`config.mk`:
```
export PLATFORM = sky130hd
export DESIGN_NAME = pcm_serial_port
export DESIGN_NICKNAME = d
export VERILOG_FILES = /design/src/rtl/pcm_pkg.sv /design/src/rtl/pcm_sync_edge.sv /design/src/rtl/pcm_fs_len.sv /design/src/rtl/pcm_tx.sv /design/src/rtl/pcm_rx.sv /design/src/rtl/pcm_serial_port.sv
export SDC_FILE = /design/constraint.sdc
export NUM_CORES = 1
export LEC_CHECK = 0
export BUFFER_PORTS_ARGS = -buffer_cell sky130_fd_sc_hd__buf_4
export CORE_MARGIN = 3
export CORE_UTILIZATION = 50
export CTS_CLUSTER_SIZE = 20
export DETAILED_ROUTE_END_ITERATION = 8
export HOLD_SLACK_MARGIN = 0.02
export PLACE_DENSITY_LB_ADDON = 0.15
export SLEW_MARGIN = 20
export SYNTH_ARGS = -nofsm -noshare
export SYNTH_HDL_FRONTEND = slang
export SYNTH_SLANG_ARGS = --single-unit
```
`constraint.sdc`:
```
create_clock -name clk -period 1.8 [get_ports clk]
set_clock_uncertainty 0.1 [all_clocks]
set_input_delay 0.18 -clock clk [delete_from_list [all_inputs] [get_ports clk]]
set_output_delay 0.18 -clock clk [all_outputs]
set_load 0.005 [all_outputs]
```
`src/rtl/pcm_pkg.sv`:
```
package pcm_pkg;
  typedef enum logic [1:0] {
    TX_IDLE,
    TX_ARMED,
    TX_SHIFT,
    TX_DRAIN
  } tx_state_e;
endpackage

```
`src/rtl/pcm_sync_edge.sv`:
```
module pcm_sync_edge #(
  parameter int W      = 1,
  parameter int STAGES = 2
) (
  input  logic         clk,
  input  logic         rst_n,
  input  logic [W-1:0] din,
  output logic [W-1:0] lvl,
  output logic [W-1:0] rise,
  output logic [W-1:0] fall
);
  logic [STAGES-1:0][W-1:0] stg;
  logic [W-1:0]             prev;

  always_ff @(posedge clk or negedge rst_n) begin
    if (!rst_n) begin
      stg  <= '0;
      prev <= '0;
    end else begin
      stg  <= {stg[STAGES-2:0], din};
      prev <= stg[STAGES-1];
    end
  end

  assign lvl  = stg[STAGES-1];
  assign rise = lvl & ~prev;
  assign fall = ~lvl & prev;
endmodule

```
`src/rtl/pcm_fs_len.sv`:
```
module pcm_fs_len #(
  parameter int LEN_W = 2
) (
  input  logic             clk,
  input  logic             rst_n,
  input  logic             fs_lvl,
  input  logic             fs_rise,
  input  logic             fs_fall,
  input  logic             b_fall,
  output logic             len_done,
  output logic [LEN_W-1:0] len_cnt
);
  localparam logic [LEN_W-1:0] SAT = '1;

  always_ff @(posedge clk or negedge rst_n) begin
    if (!rst_n) len_cnt <= '0;
    else if (fs_rise) len_cnt <= b_fall ? LEN_W'(1) : '0;
    else if (fs_lvl && b_fall && len_cnt != SAT) len_cnt <= len_cnt + 1'b1;
  end

  assign len_done = fs_fall;

  a_r2_len_cleared_on_rise: assert property (@(posedge clk) disable iff (!rst_n)
    $past(fs_rise) && !$past(b_fall) |-> len_cnt == '0);
endmodule

```
`src/rtl/pcm_tx.sv`:
```
module pcm_tx
  import pcm_pkg::*;
#(
  parameter int DATA_W = 8
) (
  input  logic              clk,
  input  logic              rst_n,
  input  logic              long_mode,
  input  logic              b_lvl,
  input  logic              b_rise,
  input  logic              b_fall,
  input  logic              fs_lvl,
  input  logic              fs_rise,
  input  logic [DATA_W-1:0] s_tdata,
  input  logic              s_tvalid,
  output logic              s_tready,
  output logic              pcm,
  output logic              oe
);
  localparam int CNT_W = $clog2(DATA_W + 1);
  localparam logic [CNT_W-1:0] LAST = CNT_W'(DATA_W);

  tx_state_e         state;
  logic [CNT_W-1:0]  nbits;
  logic [DATA_W-1:0] hold, shreg;
  logic              hold_full, accept, start;

  assign s_tready = !hold_full;
  assign accept   = s_tvalid && s_tready;
  assign start    = (state == TX_ARMED && b_rise) ||
                    (state == TX_IDLE && long_mode && fs_rise && b_lvl);

  always_ff @(posedge clk or negedge rst_n) begin
    if (!rst_n) begin
      hold      <= '0;
      hold_full <= 1'b0;
      shreg     <= '0;
    end else begin
      if (accept) hold <= s_tdata;
      if (start) begin
        shreg     <= hold;
        hold_full <= accept;
      end else begin
        hold_full <= hold_full | accept;
        if (state == TX_SHIFT && b_rise && nbits != LAST)
          shreg <= {shreg[DATA_W-2:0], 1'b0};
      end
    end
  end

  always_ff @(posedge clk or negedge rst_n) begin
    if (!rst_n) begin
      state <= TX_IDLE;
      nbits <= '0;
      oe    <= 1'b0;
    end else if (start) begin
      state <= TX_SHIFT;
      nbits <= CNT_W'(1);
      oe    <= 1'b1;
    end else begin
      unique case (state)
        TX_IDLE: begin
          if (long_mode && fs_rise) state <= TX_ARMED;
          else if (!long_mode && b_fall && fs_lvl) state <= TX_ARMED;
        end
        TX_ARMED: ;
        TX_SHIFT: begin
          if (b_rise && nbits != LAST) nbits <= nbits + 1'b1;
          else if (b_fall && nbits == LAST) begin
            if (long_mode && fs_lvl) state <= TX_DRAIN;
            else begin
              state <= TX_IDLE;
              oe    <= 1'b0;
            end
          end
        end
        TX_DRAIN: begin
          if (!fs_lvl) begin
            state <= TX_IDLE;
            oe    <= 1'b0;
          end
        end
        default: state <= TX_IDLE;
      endcase
    end
  end

  assign pcm = shreg[DATA_W-1];

  a_r10_hold_kept: assert property (@(posedge clk) disable iff (!rst_n)
    hold_full && !start |=> $stable(hold));
  a_r3_shift_on_rise: assert property (@(posedge clk) disable iff (!rst_n)
    $past(oe) && !$stable(shreg) |-> $past(b_rise));
  a_r5_close_after_fs: assert property (@(posedge clk) disable iff (!rst_n)
    $fell(oe) && $past(long_mode) |-> !$past(fs_lvl));
endmodule

```
`src/rtl/pcm_rx.sv`:
```
module pcm_rx #(
  parameter int DATA_W = 8,
  parameter int LEN_W  = 2
) (
  input  logic              clk,
  input  logic              rst_n,
  input  logic              long_mode,
  input  logic              b_fall,
  input  logic              fs_lvl,
  input  logic              fs_rise,
  input  logic              data_lvl,
  input  logic              len_done,
  input  logic [LEN_W-1:0]  len_cnt,
  output logic [DATA_W-1:0] m_tdata,
  output logic              m_tvalid,
  output logic              m_half_lsb
);
  localparam int CNT_W = $clog2(DATA_W);

  logic              busy, half_lat, trig;
  logic [CNT_W-1:0]  cnt;
  logic [DATA_W-1:0] sreg;

  assign trig = !busy && (long_mode ? fs_rise : (b_fall && fs_lvl));

  always_ff @(posedge clk or negedge rst_n) begin
    if (!rst_n) begin
      busy       <= 1'b0;
      cnt        <= '0;
      sreg       <= '0;
      half_lat   <= 1'b0;
      m_tdata    <= '0;
      m_tvalid   <= 1'b0;
      m_half_lsb <= 1'b0;
    end else begin
      m_tvalid <= 1'b0;
      if (fs_rise) half_lat <= 1'b0;
      else if (len_done) half_lat <= (len_cnt == LEN_W'(2));
      if (trig) begin
        busy <= 1'b1;
        cnt  <= '0;
      end else if (busy && b_fall) begin
        sreg <= {sreg[DATA_W-2:0], data_lvl};
        cnt  <= cnt + 1'b1;
        if (cnt == CNT_W'(DATA_W - 1)) begin
          busy       <= 1'b0;
          m_tdata    <= {sreg[DATA_W-2:0], data_lvl};
          m_tvalid   <= 1'b1;
          m_half_lsb <= half_lat;
        end
      end
    end
  end

  a_r9_valid_single: assert property (@(posedge clk) disable iff (!rst_n)
    m_tvalid |=> !m_tvalid);
  a_r6_valid_ends_busy: assert property (@(posedge clk) disable iff (!rst_n)
    m_tvalid |-> !busy && $past(busy));
endmodule

```
`src/rtl/pcm_serial_port.sv`:
```
module pcm_serial_port #(
  parameter int DATA_W   = 8,
  parameter int STAGES   = 2,
  parameter int LONG_MIN = 3
) (
  input  logic              clk,
  input  logic              rst_n,
  input  logic              tx_bclk,
  input  logic              tx_fsync,
  input  logic              rx_bclk,
  input  logic              rx_fsync,
  input  logic              rx_pcm,
  output logic              tx_pcm,
  output logic              tx_pcm_oe,
  input  logic [DATA_W-1:0] s_tdata,
  input  logic              s_tvalid,
  output logic              s_tready,
  output logic [DATA_W-1:0] m_tdata,
  output logic              m_tvalid,
  output logic              m_half_lsb,
  output logic              long_mode
);
  localparam int LEN_W = $clog2(LONG_MIN + 1);

  logic [1:0] txl, txr, txf;
  logic [2:0] rxl, rxr, rxf;
  logic             tx_len_done, rx_len_done;
  logic [LEN_W-1:0] tx_len, rx_len;

  pcm_sync_edge #(.W(2), .STAGES(STAGES)) u_tx_sync (
    .clk(clk), .rst_n(rst_n), .din({tx_fsync, tx_bclk}),
    .lvl(txl), .rise(txr), .fall(txf));

  pcm_sync_edge #(.W(3), .STAGES(STAGES)) u_rx_sync (
    .clk(clk), .rst_n(rst_n), .din({rx_pcm, rx_fsync, rx_bclk}),
    .lvl(rxl), .rise(rxr), .fall(rxf));

  pcm_fs_len #(.LEN_W(LEN_W)) u_tx_len (
    .clk(clk), .rst_n(rst_n), .fs_lvl(txl[1]), .fs_rise(txr[1]),
    .fs_fall(txf[1]), .b_fall(txf[0]), .len_done(tx_len_done), .len_cnt(tx_len));

  pcm_fs_len #(.LEN_W(LEN_W)) u_rx_len (
    .clk(clk), .rst_n(rst_n), .fs_lvl(rxl[1]), .fs_rise(rxr[1]),
    .fs_fall(rxf[1]), .b_fall(rxf[0]), .len_done(rx_len_done), .len_cnt(rx_len));

  always_ff @(posedge clk or negedge rst_n) begin
    if (!rst_n) long_mode <= 1'b0;
    else if (tx_len_done) begin
      if (tx_len == LEN_W'(1)) long_mode <= 1'b0;
      else if (tx_len >= LEN_W'(LONG_MIN)) long_mode <= 1'b1;
    end
  end

  pcm_tx #(.DATA_W(DATA_W)) u_tx (
    .clk(clk), .rst_n(rst_n), .long_mode(long_mode),
    .b_lvl(txl[0]), .b_rise(txr[0]), .b_fall(txf[0]),
    .fs_lvl(txl[1]), .fs_rise(txr[1]),
    .s_tdata(s_tdata), .s_tvalid(s_tvalid), .s_tready(s_tready),
    .pcm(tx_pcm), .oe(tx_pcm_oe));

  pcm_rx #(.DATA_W(DATA_W), .LEN_W(LEN_W)) u_rx (
    .clk(clk), .rst_n(rst_n), .long_mode(long_mode),
    .b_fall(rxf[0]), .fs_lvl(rxl[1]), .fs_rise(rxr[1]), .data_lvl(rxl[2]),
    .len_done(rx_len_done), .len_cnt(rx_len),
    .m_tdata(m_tdata), .m_tvalid(m_tvalid), .m_half_lsb(m_half_lsb));

  a_r2_mode_on_fs_fall: assert property (@(posedge clk) disable iff (!rst_n)
    !$stable(long_mode) |-> $past(tx_len_done));
endmodule

```
**After elaboration in Yosys (flattened, before gate mapping)**

Index checks and enable logic that the tools add are counted.

- Register bits after elaboration: 65
- Input port bits: 16
- Output and inout port bits: 14
- Logic and storage cells: 133

- Add/sub/neg operators: 4
- Order comparisons: 1
- Equality and inequality tests: 15
- Muxes and demuxes: 39
- Bitwise logic cells: 10
- Reductions and logical operators: 42

Operators by type and width:

| operator | number |
|---|---|
| $mux 2 | 11 |
| $logic_and 1x1->1 | 19 |
| $mux 1 | 19 |
| $reduce_bool 2->1 | 9 |
| $mux 8 | 2 |
| $mux 4 | 3 |
| $ne 3x2->1 const B | 4 |
| $reduce_and 5->1 | 2 |
| $and 2x2->2 | 4 |
| $not 2->2 | 4 |
| $reduce_and 2->1 | 4 |
| $eq 2x2->1 const B | 3 |
| $mux 3 | 2 |
| $pmux 2 s3 | 1 |
| $add 2x1->2 const B | 2 |
| $add 4x1->4 const B | 1 |
| $eq 2x1->1 const B | 2 |
| $eq 4x4->1 const B | 1 |
| $ne 2x2->1 const B | 2 |
| $ne 4x3->1 const B | 1 |
| $ne 4x4->1 const B | 1 |
| $reduce_bool 4->1 | 1 |
| $add 3x1->3 const B | 1 |
| $eq 3x3->1 const B | 1 |
| other kinds (9) | 11 |

**Depth between registers and ports, before layout**

Gate-level depths: netlist of the first run.

- Word-level depth: 8
- Depth in mapped cells: 7
- Gate-level depth less buffers: 6

**Hierarchy**

From an unflattened synthesis of the first run, not the netlist that was laid out.

- Cells, all modules: 214
- Area, all modules: 2867.8 µm²

By module, submodules not included:

| module | instances | cells an instance | area each (µm²) | sequential area each (µm²) |
|---|---|---|---|---|
| pcm_tx | 1 | 92 | 1102.3 | 600.6 |
| pcm_rx | 1 | 61 | 945.9 | 550.5 |
| pcm_sync_edge (u_rx_sync) | 1 | 18 | 300.3 | 225.2 |
| pcm_fs_len | 2 | 14 | 137.6 | 50.0 |
| pcm_sync_edge (u_tx_sync) | 1 | 12 | 200.2 | 150.1 |
| pcm_serial_port | 1 | 3 | 43.8 | 25.0 |

**Worst setup path before layout of the first run**

No wires, ideal clock.

- Kind: reg-to-reg
- Start point: register u_rx.cnt[0]
- End point: register u_rx.m_tdata[0]
- Library setup time: 125 ps
- Data arrival time: 1378 ps
- Slack: 198 ps
- Stages on the path, launching flop included: 6
- Path buffers: 1
- Cells stage by stage: dfrtp_1 ha_1 ha_1 nand3_1 buf_2 mux2_2

- Cells in the longest elaborated chain, start to end: 2

Ends and longest elaborated chain:

| item | RTL line | RTL |
|---|---|---|
| start, declared | pcm_rx.sv:21 | `logic [CNT_W-1:0] cnt;` |
| start signal, assigned | pcm_rx.sv:44 | `cnt <= cnt + 1'b1;` |
| $eq 3x3->1 | pcm_rx.sv:45 | `if (cnt == CNT_W'(DATA_W - 1)) begin` |
| $reduce_and 3->1 (no source line) | -- |  |
| end signal, assigned | pcm_rx.sv:47 | `m_tdata <= {sreg[DATA_W-2:0], data_lvl};` |
| end, declared | pcm_rx.sv:14 | `output logic [DATA_W-1:0] m_tdata,` |

Every way passes these cells.
A chain may end at the register's enable or synchronous reset.

**Final worst setup path of the first run**

- Start point: register u_rx.cnt[0]
- End point: register u_rx.m_tdata[1]

The elaborated chain is that of the path after synthesis.

==> out/qor.tcl, run 1 <==
set qor(status) {complete, no violations}
set qor(die-area_um2) 6190
set qor(grt_antenna_before_repair) 0
set qor(netlist_area_um2) 2640
set qor(floorplan.core_area_um2) 4910
set qor(final_antenna_net_count) 0
set qor(hpwl_mm) 3.40
set qor(initial_standard_cell_utilization_of_the_core_pct) 53.7
set qor(synth_area_in_xor_xnor_pct) 1.33
set qor(mapped_nets) 223
set qor(finalWirelength_mm) 4.96
set qor(vias_per_cell) 5.22
set qor(post_route_cells_drive_above_1_share_pct) 30.6
set qor(grt_max_degree) 40
set qor(wl_per_cell_um) 15.3
set qor(synth_adder_area_share_pct) 4.27
set qor(grt_pass1_wl_mm) 8.88
set qor(critical-path-max-stage-delay_ps) 410
set qor(crit_family) {adder cells}
set qor(path_common_cell) {ha_1}
set qor(worst-path-max-fanout) 10
set qor(1st_iter_drt_viols) 111
set qor(final_nets) 278
set qor(cts.reportedPaths.clkPinSlew_ps) 70
set qor(filler_cell_count) 359
set qor(synth_compound_area_share_pct) 10.5
set qor(post_synth.cell_area_avg_um2) 13.3
set qor(die_y_um) 78.6
set qor(finalWorstPathRequiredPeriod_ps) 1690
set qor(synth_cell_type_count) 37
set qor(num_antenna_cells) 0
set qor(synth_mux_area_share_pct) 10.6
set qor(cts-root-to-sink-buffers) 2
set qor(post_synth_and_or_nand_nor_area_fraction_pct) 8.82
set qor(critPathSlowestCell) {dfrtp_1}
set qor(gp_routability_congestion) 0.775
set qor(cap_violations) 0
set qor(utilization_pct) 67.4
set qor(sw_frac_of_total_pct) 28.2
set qor(ios) 30
set qor(worst_ep_required_ps) 1920
set qor(io_buffers) 29
set qor(number_of_instances_in_the_synthesized_netlist) 198
set qor(post-route-period-util_pct) 94.0
set qor(cp_num_buf_inv) 1
set qor(worst_setup_path_end_kind) {flop}
set qor(post_cts.repair.setup_buffers) 0
set qor(combinational_family_with_the_most_area_after_synthesis) {multiplexers}
set qor(number_of_global_route_vias_before_repair) 1882
set qor(crit_type) {flop to flop}
set qor(power.leakage_nw) 1.64
set qor(netSwitchingPower_mw) 1.29
set qor(layout-area-overhead-vs-synth_pct) 25.5
set qor(synth_top_cells_by_area) {dfrtp_1 (62%), mux2_2 (10%), ha_1 (4.3%)}
set qor(holdWs_ps) 245
set qor(die_width_um) 78.6
set qor(worst_endpoint_data_arrival_time_ps) 1810
set qor(cell_pwr_density_nw_per_um2) 1390
set qor(cell_chain_critical_path) {ha_1 -> ha_1 -> nand3_1 -> buf_4 -> mux2_2}
set qor(cell_internal_pwr_mw) 3.30
set qor(share_clk_of_total_power_pct) 27.9
set qor(ctsHtreeMaxLevel) 3
set qor(finalMaxSlewViolations) 0
set qor(worst_skew_pair.late_latency_ps) 330
set qor(synth.yosys.warnings) 0
set qor(power.total_mw) 4.59
set qor(cts_buffers) 9
set qor(synth_top_area_share_pct) 61.6
set qor(drt_first_pass_iters) 4
set qor(std_cell_rows) 25
set qor(setup_repair_after_global_routing_missed_its_margin) {no}
set qor(setup-violations-final) 0
set qor(numClockSinks) 65
set qor(seq_power_share_pct) 49.0
set qor(worst-slew-pin-transition_ps) 486
set qor(globalRouteTotalUtil_pct) 18.6
set qor(hold_path.class) {flop to flop}
set qor(post-synth-top-area-cell) {dfrtp_1}
set qor(fmax_mhz) 591
set qor(ys_ff_latch) 65
set qor(vias) 1698
set qor(drc) 0
set qor(slew-limit-headroom_pct) 67.6
set qor(comb_power_share_pct) 23.1
set qor(timing.final.hold_violations) 0
set qor(setup_total_negative_slack_ps) 0
set qor(grt_overflow_total) 0
set qor(cts_tree) {done}
set qor(cp-start-kind) {flop}
set qor(cts.root.buffer_cell) {clkbuf_8}
set qor(maximum_ir_drop_on_the_vdd_rail_mv) 0.762
set qor(synth_seq_area_share_pct) 61.6
[placed cells by master (no fill, tap or decap), types with 2 or more instances in the layout]
master	count
a21o_1	8
nand3b_1	3
nand2b_1	5
o21ai_0	9
xor2_1	3
clkbuf_8	12
a21oi_1	8
dfrtp_1	65
mux2_2	24
nor2_1	7
buf_4	34
clkbuf_1	2
a22o_1	7
nand2_1	9
nor2b_1	2
dlygate4sd3_1	14
ha_1	9
nand3_1	4
inv_1	10
[timing repair]
item	CTS	global route
resized for setup	1	0
hold buffers	14	0
endpoints found under the setup margin	4	0
endpoints found under the hold margin	51	0
[worst paths after layout]
check                      slack, ps                       start  cells past startpoint                     endpoint
max                              110     u_rx.cnt[0]$_DFFE_PN0P_                      5  u_rx.m_tdata[1]$_DFFE_PN0P_
min                              240  u_tx_sync.stg[0]$_DFF_PN0_                      0   u_tx_sync.lvl[0]$_DFF_PN0_
max reg2reg                      110     u_rx.cnt[0]$_DFFE_PN0P_                      5  u_rx.m_tdata[1]$_DFFE_PN0P_
min reg2reg                      240  u_tx_sync.stg[0]$_DFF_PN0_                      0   u_tx_sync.lvl[0]$_DFF_PN0_
max in group asynchronous        820                       rst_n                      3     u_tx.hold[0]$_DFFE_PN0P_
min in group asynchronous        260                       rst_n                      2  u_rx.m_tdata[3]$_DFFE_PN0P_
[state kept, by name, indices dropped and copies added (netlist names), 3 cells and up]
register,cells
u_tx.nbits,4
u_rx_sync.stg,3
u_rx.sreg,7
u_rx.cnt,3
u_rx_sync.lvl,3
u_rx.m_tdata,8
u_tx.hold,8
u_tx.shreg,8
[cell families after synthesis]
family / count (synthesis)
flip-flops: 65
XOR/XNOR: 4
AND/OR/NAND/NOR: 40
multiplexers: 25
adder cells (fa/ha/maj): 9
AO/OA/AOI/OAI: 40
buffers and inverters: 15
[area by class of cell]
class                           count  area [µm²]  area share, %
Clock inverter                      2        35.0           1.06
Multi-Input combinational cell    118         941           28.4
Tap cell                           67        83.8           2.53
Sequential cell                    65        1630           49.1
Clock buffer                       14         173           5.21
Timing Repair Buffer               49         415           12.5
Inverter                           10        37.5           1.13
[synth_stat cells]
master,n
a21o_1,8
a21o_2,1
a21oi_1,8
a21oi_2,1
a221o_1,1
a221oi_1,1
a22o_1,7
a32o_1,1
and2_4,1
and2b_1,1
and4b_1,1
and4bb_4,1
buf_2,2
buf_6,2
clkbuf_1,1
dfrtp_1,65
ha_1,9
inv_1,10
mux2_2,24
mux2i_1,1
nand2_1,9
nand2b_1,5
nand3_1,4
nand3b_1,3
nand4_1,1
nand4bb_1,1
nor2_1,7
nor2b_1,3
nor3_1,1
nor4b_1,1
o211a_1,1
o21a_1,1
o21ai_0,9
o21bai_1,1
or2_2,1
xnor2_1,1
xor2_1,3
[worst register-to-register path, stage by stage (launching register included)]
cell and delay [ps]:
dfrtp_1 410, ha_1 210, ha_1 200, nand3_1 100, buf_4 190, mux2_2 360
[stage by stage]
stage | instance area (µm²) | setup WS (ps) | instances
3_3_place_gp | 2960 | 145 | 295
6_report | 3310 | 108 | 325
3_5_place_dp | 2960 | 12.8 | 295
2_1_floorplan | 2640 | 198 | 198
5_1_grt | 3310 | 21.1 | 325
4_1_cts | 3310 | 97.8 | 325
[power groups by stage]
stage	Sequential, mW	Clock, mW	Combinational [mW]
after floorplan	2.17	0	0.679
after global placement	2.21	0	0.956
after detailed placement	2.26	0	1.05
after CTS	2.24	1.29	1.09
after global routing	2.32	1.35	1.20
final	2.25	1.28	1.06
[per-layer routing]
metal  up-vias  routed length [µm]  global-route usage [%]
met5         -                   0                       0
li1        809                   -                       -
met3         6                 171                    3.44
met4         0                  67                    8.39
met1       844                2060                    22.1
met2        39                2660                    32.8
Power figures use the tool's default switching activity.
==> run 2: changes to the inputs <==
--- a/config.mk
+++ b/config.mk
@@ -11,6 +11,7 @@
 export CTS_CLUSTER_SIZE = 20
 export DETAILED_ROUTE_END_ITERATION = 8
 export HOLD_SLACK_MARGIN = 0.02
+export MAX_ROUTING_LAYER = met4
 export PLACE_DENSITY_LB_ADDON = 0.15
 export SLEW_MARGIN = 20
 export SYNTH_ARGS = -nofsm -noshare
==> out/qor.tcl, run 2 (synthesis gave the netlist of run 1 again) <==
set qor(gp_routability_congestion) 0.785
set qor(area_occupied_by_multi_input_gates_um2) 941
set qor(cell_pwr_density_nw_per_um2) 1390
set qor(final_cell_mix) {dfrtp_1 (65), buf_4 (34), mux2_2 (24)}
set qor(worstHoldEndpoint) {u_tx_sync.lvl[0]$_DFF_PN0_}
set qor(cts.root.buffer_cell) {clkbuf_8}
set qor(worst_ep_required_ps) 1920
set qor(critPathSlowestCell) {dfrtp_1}
set qor(setup-violations-final) 0
set qor(1st_iter_drt_viols) 99
set qor(slew-limit-headroom_pct) 67.6
set qor(setup_repair_after_global_routing_missed_its_margin) {no}
set qor(cp-start-kind) {flop}
set qor(critical-path-max-stage-delay_ps) 410
set qor(rr_startpoint) {u_rx.cnt[0]$_DFFE_PN0P_}
set qor(filler_cell_count) 359
set qor(numClockSinks) 65
set qor(floorplan.core_area_um2) 4910
set qor(reg.largest.list) {u_rx.m_tdata (8), u_tx.hold (8), u_tx.shreg (8)}
set qor(worst-path-max-fanout) 10
set qor(number_of_global_route_vias_before_repair) 1891
set qor(grt_overflow_total) 0
set qor(ios) 30
set qor(initial_standard_cell_utilization_of_the_core_pct) 53.7
set qor(hpwl_mm) 3.40
set qor(globalRouteTotalUtil_pct) 19.2
set qor(setup_total_negative_slack_ps) 0
set qor(cts_tree) {done}
set qor(cts.reportedPaths.clkPinSlew_ps) 70
set qor(finalMaxSlewViolations) 0
set qor(holdWs_ps) 245
set qor(grt_pass1_wl_mm) 8.89
set qor(vias) 1699
set qor(wl_per_cell_um) 15.3
set qor(ctsHtreeMaxLevel) 3
set qor(maximum_ir_drop_on_the_vdd_rail_mv) 0.763
set qor(hold_start) {u_tx_sync.stg[0]$_DFF_PN0_}
set qor(finish.cell_count_without_fillers) 325
set qor(grt_antenna_before_repair) 0
set qor(die_y_um) 78.6
set qor(std_cell_rows) 25
set qor(drc) 0
set qor(worst_skew_pair.late_latency_ps) 330
set qor(die-area_um2) 6190
set qor(hold_path.class) {flop to flop}
set qor(io_buffers) 29
set qor(vias_per_cell) 5.23
set qor(worst_endpoint_data_arrival_time_ps) 1810
set qor(crit_type) {flop to flop}
set qor(placed_cells) 295
set qor(grt_max_degree) 40
set qor(final_nets) 278
set qor(regToRegSetupSlack_ps) 110
set qor(timing.final.hold_violations) 0
set qor(post-route-period-util_pct) 93.8
set qor(worst-slew-pin-transition_ps) 486
set qor(die_width_um) 78.6
set qor(num_antenna_cells) 0
set qor(finalWirelength_mm) 4.96
set qor(final_antenna_net_count) 0
set qor(utilization_pct) 67.4
set qor(register_area_um2) 1630
set qor(min_delay_path_depth) 0
set qor(power.leakage_nw) 1.64
set qor(cts-root-to-sink-buffers) 2
set qor(post_cts.repair.setup_buffers) 0
set qor(drt_first_pass_iters) 4
set qor(final.setup.worst_slack_ps) 111
set qor(cap_violations) 0
set qor(path_common_cell) {ha_1}
set qor(worst_r2r_path_depth) 5
set qor(layout-area-overhead-vs-synth_pct) 25.5
set qor(fmax_mhz) 592
set qor(cts_buffers) 9
set qor(r2r_endpoint) {u_rx.m_tdata[1]$_DFFE_PN0P_}
set qor(cell_chain_critical_path) {ha_1 -> ha_1 -> nand3_1 -> buf_4 -> mux2_2}
set qor(placement.setup.worst_slack_ps) 12.8
set qor(final_common_cell) {dfrtp_1}
set qor(worst_setup_path_end_kind) {flop}
set qor(status) {complete, no violations}
set qor(finalWorstPathRequiredPeriod_ps) 1690
set qor(post_route_cells_drive_above_1_share_pct) 30.6
[run 2: cell counts in the layout (fill, tap and decap cells not counted)]
No cell type changed its count.
[run 2: worst max path at each step]
stage / end / depth (start not counted) / from
detailed placement: u_rx.sreg[6]$_DFFE_PN0P_ / 3 / u_rx_sync.lvl[0]$_DFF_PN0_
global placement: u_rx.sreg[4]$_DFFE_PN0P_ / 3 / u_rx_sync.lvl[0]$_DFF_PN0_
finish: u_rx.m_tdata[1]$_DFFE_PN0P_ / 5 / u_rx.cnt[0]$_DFFE_PN0P_
CTS: u_rx.m_tdata[1]$_DFFE_PN0P_ / 5 / u_rx.cnt[0]$_DFFE_PN0P_
global route: u_tx.shreg[5]$_DFFE_PN0P_ / 7 / u_tx.nbits[0]$_DFFE_PN0P_
floorplan: u_rx.m_tdata[0]$_DFFE_PN0P_ / 5 / u_rx.cnt[0]$_DFFE_PN0P_
[run 2: layout make-up]
class	count	area share (%)
flip-flops and latches	65	49.1
multi-input cells	118	28.4
repair buffers	49	12.5
clock buffers	14	5.21
well taps	67	2.53
inverters	10	1.13
clock inverters	2	1.06
[run 2: timing repair]
action / in CTS / in global routing
gates resized for setup: 1 / 0
hold buffers: 14 / 0
endpoints found under the hold margin: 51 / 0
setup endpoints to repair: 4 / 0
[run 2: report_power, final]
group	total, mW	leakage, nW	internal (mW)	switching, mW
Clock	1.28	0.107	0.753	0.527
Combinational	1.06	0.723	0.630	0.432
Sequential	2.25	0.807	1.91	0.334
[run 2: worst max-delay path, delay by kind of cell, from the launching register on]
kind / cells / cell delay, ps
flops: 1 / 410
simple gates: 1 / 100
fa+ha+maj: 2 / 410
mux: 1 / 360
buf+inv: 1 / 190
[run 2: stage by stage]
step / power (mW) / instance area (µm²)
2_1_floorplan: 2.85 / 2640
3_3_place_gp: 3.17 / 2960
3_5_place_dp: 3.31 / 2960
4_1_cts: 4.62 / 3310
5_1_grt: 4.87 / 3310
6_report: 4.59 / 3310
[run 2: per-layer routing]
metal / share of wire (%) / global-route usage (%) / vias up
li1: - / - / 809
met5: 0 / - / -
met3: 3.6 / 3.44 / 6
met1: 41 / 22.0 / 843
met4: 1.4 / 8.39 / 0
met2: 54 / 32.9 / 41
